$ cat config.mk
export PLATFORM = sky130hd
export DESIGN_NAME = rs_inner_decoder
export DESIGN_NICKNAME = d
export VERILOG_FILES = /design/src/rtl/rs_pkg.sv /design/src/rtl/rs_syndrome_acc.sv /design/src/rtl/rs_error_locate.sv /design/src/rtl/rs_frame_store.sv /design/src/rtl/rs_inner_decoder.sv
export SDC_FILE = /design/constraint.sdc
export NUM_CORES = 1
export LEC_CHECK = 0
export ABC_AREA = 0
export BUFFER_PORTS_ARGS = -buffer_cell sky130_fd_sc_hd__buf_4
export CAP_MARGIN = 20
export CORE_UTILIZATION = 55
export DETAILED_ROUTE_END_ITERATION = 12
export HOLD_SLACK_MARGIN = 0.02
export PLACE_DENSITY = 0.78
export SETUP_SLACK_MARGIN = 0.05
export SYNTH_ARGS = -nofsm -noshare
export SYNTH_HDL_FRONTEND = slang
export SYNTH_HIERARCHICAL = 1
export SYNTH_SLANG_ARGS = --single-unit
$ cat constraint.sdc
create_clock -name clk -period 7.51 [get_ports clk]
set_input_delay 0.751 -clock clk [delete_from_list [all_inputs] [get_ports clk]]
set_output_delay 0.751 -clock clk [all_outputs]
set_load 0.01 [all_outputs]
$ cat src/rtl/rs_pkg.sv
package rs_pkg;

    localparam int SYM_W  = 8;
    localparam int N_SYM  = 32;
    localparam int N_PAR  = 4;
    localparam int N_DATA = N_SYM - N_PAR;
    localparam int POS_W  = $clog2(N_SYM);
    localparam int CNT_W  = POS_W + 1;
    localparam int N_BANK = 2;

    localparam logic [SYM_W:0] FIELD_POLY = 9'h11D;

    typedef logic [SYM_W-1:0] sym_t;

    // Outcome of one frame's syndrome analysis
    typedef struct packed {
        logic             flag;  // frame untrusted
        logic             fix;   // a data byte needs patching
        logic [POS_W-1:0] pos;   // arrival position of that byte
        sym_t             val;   // value to add back
    } verdict_t;

    function automatic sym_t gf_mul(sym_t a, sym_t b);
        sym_t acc;
        sym_t sh;
        acc = '0;
        sh  = a;
        for (int n = 0; n < SYM_W; n++) begin
            if (b[n]) acc = acc ^ sh;
            if (sh[SYM_W-1]) sh = (sh << 1) ^ FIELD_POLY[SYM_W-1:0];
            else             sh = sh << 1;
        end
        return acc;
    endfunction

    function automatic sym_t gf_alpha_pow(int e);
        sym_t p;
        p = sym_t'(1);
        for (int n = 0; n < e; n++) p = gf_mul(p, sym_t'(2));
        return p;
    endfunction

endpackage

$ cat src/rtl/rs_syndrome_acc.sv
module rs_syndrome_acc
    import rs_pkg::*;
(
    input  logic                  clk,
    input  logic                  rst,
    input  logic                  in_valid,
    input  logic                  in_sof,
    input  sym_t                  in_sym,
    output logic                  wr_en,
    output logic [POS_W-1:0]      wr_pos,
    output sym_t                  wr_sym,
    output logic                  last_take,
    output logic                  done,
    output sym_t [N_PAR-1:0]      synd_o
);

    localparam logic [CNT_W-1:0] LAST_POS  = CNT_W'(N_SYM - 1);
    localparam logic [CNT_W-1:0] DATA_ENDS = CNT_W'(N_DATA);

    logic             open_q;
    logic [CNT_W-1:0] cnt_q;
    logic [CNT_W-1:0] pos_now;
    logic             accept;
    sym_t             synd_q [N_PAR];

    assign accept    = in_valid && (in_sof || open_q);
    assign pos_now   = in_sof ? '0 : cnt_q;
    assign last_take = accept && (pos_now == LAST_POS);
    assign wr_en     = accept && (pos_now < DATA_ENDS);
    assign wr_pos    = pos_now[POS_W-1:0];
    assign wr_sym    = in_sym;

    always_ff @(posedge clk) begin
        if (rst) begin
            open_q <= 1'b0;
            cnt_q  <= '0;
            done   <= 1'b0;
        end else begin
            done <= last_take;
            if (accept) begin
                cnt_q  <= pos_now + CNT_W'(1);
                open_q <= !last_take;
            end
        end
    end

    // Horner accumulation: each syndrome is scaled by its own alpha power per byte
    for (genvar j = 0; j < N_PAR; j++) begin : g_syn
        localparam sym_t STEP = gf_alpha_pow(j);
        always_ff @(posedge clk) begin
            if (rst)         synd_q[j] <= '0;
            else if (accept) synd_q[j] <= gf_mul(in_sof ? sym_t'(0) : synd_q[j], STEP) ^ in_sym;
        end
        assign synd_o[j] = synd_q[j];
    end

endmodule

$ cat src/rtl/rs_error_locate.sv
module rs_error_locate
    import rs_pkg::*;
(
    input  logic             clk,
    input  logic             rst,
    input  logic             go,
    input  sym_t [N_PAR-1:0] synd_i,
    output logic             vld_o,
    output verdict_t         verdict_o
);

    logic [N_SYM-1:0] match;
    logic [POS_W-1:0] loc;
    logic             all_zero;
    logic             consistent;
    logic             single;
    verdict_t         v;

    // Compare S1 against S0 scaled by every candidate location at once
    for (genvar k = 0; k < N_SYM; k++) begin : g_loc
        localparam sym_t AK = gf_alpha_pow(k);
        assign match[k] = (gf_mul(synd_i[0], AK) == synd_i[1]);
    end

    always_comb begin
        loc = '0;
        for (int k = 0; k < N_SYM; k++) begin
            if (match[k]) loc = POS_W'(k);
        end
    end

    assign all_zero   = (synd_i == '0);
    assign consistent = (synd_i[0] != '0) && (synd_i[1] != '0) && (synd_i[2] != '0)
                     && (gf_mul(synd_i[1], synd_i[1]) == gf_mul(synd_i[0], synd_i[2]))
                     && (gf_mul(synd_i[2], synd_i[2]) == gf_mul(synd_i[1], synd_i[3]));
    assign single     = consistent && (|match);

    always_comb begin
        v.flag = !all_zero && !single;
        v.fix  = single && (loc >= POS_W'(N_PAR));
        v.pos  = POS_W'(N_SYM - 1) - loc;
        v.val  = synd_i[0];
    end

    always_ff @(posedge clk) begin
        if (rst) begin
            vld_o     <= 1'b0;
            verdict_o <= '0;
        end else begin
            vld_o <= go;
            if (go) verdict_o <= v;
        end
    end

endmodule

$ cat src/rtl/rs_frame_store.sv
module rs_frame_store
    import rs_pkg::*;
(
    input  logic                        clk,
    input  logic                        we,
    input  logic [$clog2(N_BANK)-1:0]   wbank,
    input  logic [POS_W-1:0]            wpos,
    input  sym_t                        wdata,
    input  logic [$clog2(N_BANK)-1:0]   rbank,
    input  logic [POS_W-1:0]            rpos,
    output sym_t                        rdata
);

    sym_t mem [N_BANK][N_DATA];

    always_ff @(posedge clk) begin
        if (we) mem[wbank][wpos] <= wdata;
    end

    assign rdata = mem[rbank][rpos];

endmodule

$ cat src/rtl/rs_inner_decoder.sv
module rs_inner_decoder
    import rs_pkg::*;
(
    input  logic       clk,
    input  logic       rst,
    input  logic       in_valid,
    input  logic       in_sof,
    input  logic [7:0] in_sym,
    output logic       out_valid,
    output logic [7:0] out_sym,
    output logic       out_flag,
    output logic       out_last
);

    localparam int                BANK_W   = $clog2(N_BANK);
    localparam logic [POS_W-1:0]  LAST_OUT = POS_W'(N_DATA - 1);

    logic             wr_en;
    logic [POS_W-1:0] wr_pos;
    sym_t             wr_sym;
    logic             last_take;
    logic             syn_done;
    sym_t [N_PAR-1:0] synd;
    logic             loc_vld;
    verdict_t         verdict;

    logic [BANK_W-1:0] wr_bank;
    logic [BANK_W-1:0] fin_bank;
    logic [BANK_W-1:0] rd_bank;
    logic [N_BANK-1:0] full;
    verdict_t          bank_v [N_BANK];
    logic              busy;
    logic [POS_W-1:0]  idx;
    sym_t              rd_sym;
    verdict_t          cur;

    rs_syndrome_acc u_syn (
        .clk       (clk),
        .rst       (rst),
        .in_valid  (in_valid),
        .in_sof    (in_sof),
        .in_sym    (in_sym),
        .wr_en     (wr_en),
        .wr_pos    (wr_pos),
        .wr_sym    (wr_sym),
        .last_take (last_take),
        .done      (syn_done),
        .synd_o    (synd)
    );

    rs_error_locate u_loc (
        .clk       (clk),
        .rst       (rst),
        .go        (syn_done),
        .synd_i    (synd),
        .vld_o     (loc_vld),
        .verdict_o (verdict)
    );

    rs_frame_store u_mem (
        .clk   (clk),
        .we    (wr_en),
        .wbank (wr_bank),
        .wpos  (wr_pos),
        .wdata (wr_sym),
        .rbank (rd_bank),
        .rpos  (idx),
        .rdata (rd_sym)
    );

    // Fill side: swap banks the moment a frame's final byte is taken
    always_ff @(posedge clk) begin
        if (rst) begin
            wr_bank  <= '0;
            fin_bank <= '0;
        end else if (last_take) begin
            wr_bank  <= wr_bank + BANK_W'(1);
            fin_bank <= wr_bank;
        end
    end

    always_ff @(posedge clk) begin
        if (loc_vld) bank_v[fin_bank] <= verdict;
    end

    assign cur = bank_v[rd_bank];

    // Drain side: emit 28 beats from the oldest complete bank
    always_ff @(posedge clk) begin
        if (rst) begin
            busy      <= 1'b0;
            idx       <= '0;
            rd_bank   <= '0;
            full      <= '0;
            out_valid <= 1'b0;
            out_sym   <= '0;
            out_flag  <= 1'b0;
            out_last  <= 1'b0;
        end else begin
            out_valid <= 1'b0;
            out_last  <= 1'b0;
            if (busy) begin
                out_valid <= 1'b1;
                out_sym   <= rd_sym ^ ((cur.fix && cur.pos == idx) ? cur.val : sym_t'(0));
                out_flag  <= cur.flag;
                out_last  <= (idx == LAST_OUT);
                if (idx == LAST_OUT) begin
                    busy          <= 1'b0;
                    full[rd_bank] <= 1'b0;
                    rd_bank       <= rd_bank + BANK_W'(1);
                end else begin
                    idx <= idx + POS_W'(1);
                end
            end else if (full[rd_bank]) begin
                busy <= 1'b1;
                idx  <= '0;
            end
            if (loc_vld) full[fin_bank] <= 1'b1;
        end
    end

endmodule

==> impl_metrics.csv <==
group,metric,value,unit
status,status,"complete, no violations",
synthesis,synth-xor-area-share,18.2,%
synthesis,ys_types,86,
clock_tree,cts_buffers,49,
grt,globalRouteMet3Util,5.23,%
synthesis,synth_top_area_share,48.0,%
placement,place.gp.congestion,0.999,
power,leakagePower,0.0110,uW
synthesis,synth-edff-count,510,
synthesis,syn_inst,2440,
power,internal_power,5520,uW
synthesis,synth_compound_area_share,4.81,%
clock_tree,cts_sinks,557,
synthesis,synth_common_cells,"edfxtp_1 (510), xnor2_1 (373), nand2_1 (189), nor2_1 (189), xor2_1 (126)",
power,p_comb_share,24.2,%
timing,whs,463,ps
route,ant_nets,0,
grt,antenna_found_initial,1,
critical_path,r2r_start,"u_syn/synd_q[0][6]$_SDFFCE_PN0P_",
synthesis,netlist_area,31900,um^2
hold_path,hold_end,"bank_v[1][8]$_DFFE_PP_",
floorplan,core,56900,um^2
critical_path,critPathKind,"flop to flop",
power,p_per_area,227,nW/um^2
grt,grt_usage,28.4,%
hold_path,whs_path_depth,0,
clock_tree,cts_setup_buffers,0,
synthesis,yosys.area_share.simple,9.95,%
floorplan,die_x,243,um
synthesis,ys_seq_area_share,50.9,%
clock_tree,insertion_delay,570,ps
synthesis,ys_ff_latch,557,
critical_path,r2r_cells,13,
timing,min_period,4980,ps
clock_tree,cts_resized,0,
critical_path,critPathCaptureType,"flop",
floorplan,die_area,59000,um^2
clock_tree,clockBufferDepth,3,
floorplan,io_pins,23,
placement,place_hpwl,52500,um
floorplan,initial_core_util,56.1,%
timing,setup_viol,0,
power,power_frac_clock,31.1,%
clock_tree,cts_hold_buffers,0,
clock_tree,cts-root-buf,"clkbuf_16",
synthesis,syn_area_per_cell,13.1,um^2
critical_path,critPathMaxFanout,38,
route,drt_iter0_drc,2347,
route,dr.pass1.iters,6,
route,vias,20400,
power,seqPwrFrac,44.7,%
critical_path,rr_endpoint,"u_loc/verdict_o[13]$_SDFFE_PP0P_",
layout,num-fill-cells,4230,
power,power_switching,2170,uW
placement,dpl.cell_count,3090,
critical_path,arrival,5480,ps
route,wl,84200,um
timing,hold_viol_final,0,
clock_tree,htreeDepth,2,
grt,met2_usage,44.6,%
floorplan,die-height,243,um
grt,grt_busiest_layer,"met2",
layout,synthToLayoutAreaGrowth,6.06,%
layout,final-seq-area,16300,um^2
route,viasPerCell,6.41,
synthesis,ys.flop_type,"edfxtp_1",
timing,rsz0062_at_grt,"no",
power,swShare,28.2,%
layout,num_antenna_cells,0,
hold_path,min_from,"u_loc/verdict_o[8]$_SDFFE_PP0P_",
timing,tightest_slew,1140,ps
synthesis,synthAdderAreaFrac,0.392,%
critical_path,crit_path_start_kind,"flop",
timing,timing.slew.headroom,23.8,%
synthesis,synth-async-reset-ratio,0,%
timing,fmax,201,MHz
timing,fin_ws,2530,ps
grt,grt_use_met1,40.3,%
critical_path,critical_path_required,8010,ps
synthesis,synth_top_cells_by_area,"edfxtp_1 (48%), xnor2_1 (10%), mux4_2 (7.3%)",
grt,gr-total-overflow,0,
power,ir_drop,0.182,mV
layout,final_cells,3175,
timing,slew_viol_final,0,
placement,pre_cts_ws,2760,ps
timing,post-route-period-util,66.3,%
clock_tree,cts_tree,"yes",
route,drcViolationCount,0,
grt,grt_max_degree,65,
grt,grt_pass1_wl,126000,um
route,wl_per_cell,26.5,um
layout,nets,2407,
synthesis,yosysWarnings,6,
synthesis,syn_nets,2462,
grt,grt_pass1_vias,19800,
timing,setup_tns,0,ps
layout,drive_gt1_share,11.2,%
critical_path,r2r_slack,2530,ps
synthesis,yosysMostFrequentCell,"edfxtp_1",
timing,skew,11.4,ps
synthesis,synth_mux_area_share,11.9,%
layout,fin_util,59.5,%
floorplan,core.rowCount,87,
synthesis,synth_top_area_cell,"edfxtp_1",
flow_run,maxCapViolations,0,
hold_path,hp-class,"flop to flop",
layout,multi_input_area,14500,um^2
placement,io_buffers,22,
clock_tree,path_clk_slew,60,ps
synthesis,synth_top_family_by_area,"XOR/XNOR gates",
registers in the layout, indices dropped and copies added, names as in the netlist, named ones only:
name / count
out_flag: 1
idx: 5
u_loc/vld_o: 1
out_last: 1
u_syn/cnt_q: 6
fin_bank: 1
u_loc/verdict_o: 15
u_syn/done: 1
u_syn/synd_q: 32
busy: 1
full: 2
out_sym: 8
u_syn/open_q: 1
out_valid: 1
wr_bank: 1
u_mem/mem: 448
rd_bank: 1
bank_v: 30
cells in the final DEF (no fill, tap or decap), drive strengths merged, types with 8 or more instances in the layout:
master    n
nand3    50
a311oi    9
nor4     13
buf      74
or3      33
clkinv   19
a31o      8
mux2i    54
a22oi    24
nand2   189
clkbuf   65
edfxtp  510
mux2     12
nor2    189
a21oi    51
xnor2   386
nor2b    50
xnor3    36
ha       10
inv      36
and3     10
nor3     38
mux4    134
a211oi   16
nand4    31
or4       8
dfxtp    47
xor2    130
nand2b   14
xor3     12
o211ai    8
o21ai    45
and2     11
area by class of cell:
class                      instances  area share, %
sequential                       557           48.0
multi-input combinational       1666           42.7
clock buffer                      65           4.09
tap                              756           2.79
timing repair buffer              74           1.63
inverter                          37          0.410
clock inverter                    20          0.347
worst max path at each step:
stage	startpoint	endpoint	slack [ps]	depth (start not counted)
after floorplan	u_syn/synd_q[0][5]$_SDFFCE_PN0P_	u_loc/verdict_o[13]$_SDFFE_PP0P_	2710	18
after global placement	u_syn/synd_q[0][6]$_SDFFCE_PN0P_	u_loc/verdict_o[13]$_SDFFE_PP0P_	2790	13
after detailed placement	u_syn/synd_q[0][6]$_SDFFCE_PN0P_	u_loc/verdict_o[13]$_SDFFE_PP0P_	2760	13
after CTS	u_syn/synd_q[0][6]$_SDFFCE_PN0P_	u_loc/verdict_o[13]$_SDFFE_PP0P_	2720	13
after global routing	u_syn/synd_q[0][6]$_SDFFCE_PN0P_	u_loc/verdict_o[13]$_SDFFE_PP0P_	2410	13
final	u_syn/synd_q[0][6]$_SDFFCE_PN0P_	u_loc/verdict_o[13]$_SDFFE_PP0P_	2530	13
metal layers:
metal	wire [um]	share of wire (%)	vias to the layer above
li1	-	-	8818
met1	34500	41	10200
met2	39200	47	1202
met3	8250	9.8	161
met4	2210	2.6	2
met5	13	0.015	-
worst max-delay path, stage by stage (launching register included):
cell and delay (ps):
edfxtp_1 330, buf_4 570, xnor2_2 170, buf_4 370, xor2_1 840, nand2_1 150, xor2_1 170, xnor3_1 430
xnor2_1 160, nand2_1 80, nor4_1 870, nand3_1 280, o31a_1 330, nor2_1 90
power groups by stage:
stage	Sequential [uW]	Clock (uW)	Combinational, uW
4_1_cts	3440	2420	1830
3_3_place_gp	3500	0	1800
2_1_floorplan	3480	0	1420
6_report	3440	2390	1860
3_5_place_dp	3500	0	1810
5_1_grt	3440	2520	1970
metrics by stage:
stage / area, um^2 / power, uW
5_1_grt: 33900 / 7930
2_1_floorplan: 31900 / 4900
4_1_cts: 33900 / 7680
6_report: 33900 / 7690
3_3_place_gp: 32400 / 5310
3_5_place_dp: 32400 / 5320
kinds of logic (layout without fill, tap and decap cells):
group | Yosys count | in the layout
AOI/OAI and AO/OA | 228 | 228
and+or+nand+nor | 664 | 664
DFF | 557 | 557
adders and majority gates | 10 | 10
xor gates and xnor gates | 564 | 564
muxes | 200 | 200
buffers and inverters | 217 | 196
No activity file was read; power rests on OpenSTA's default activity.
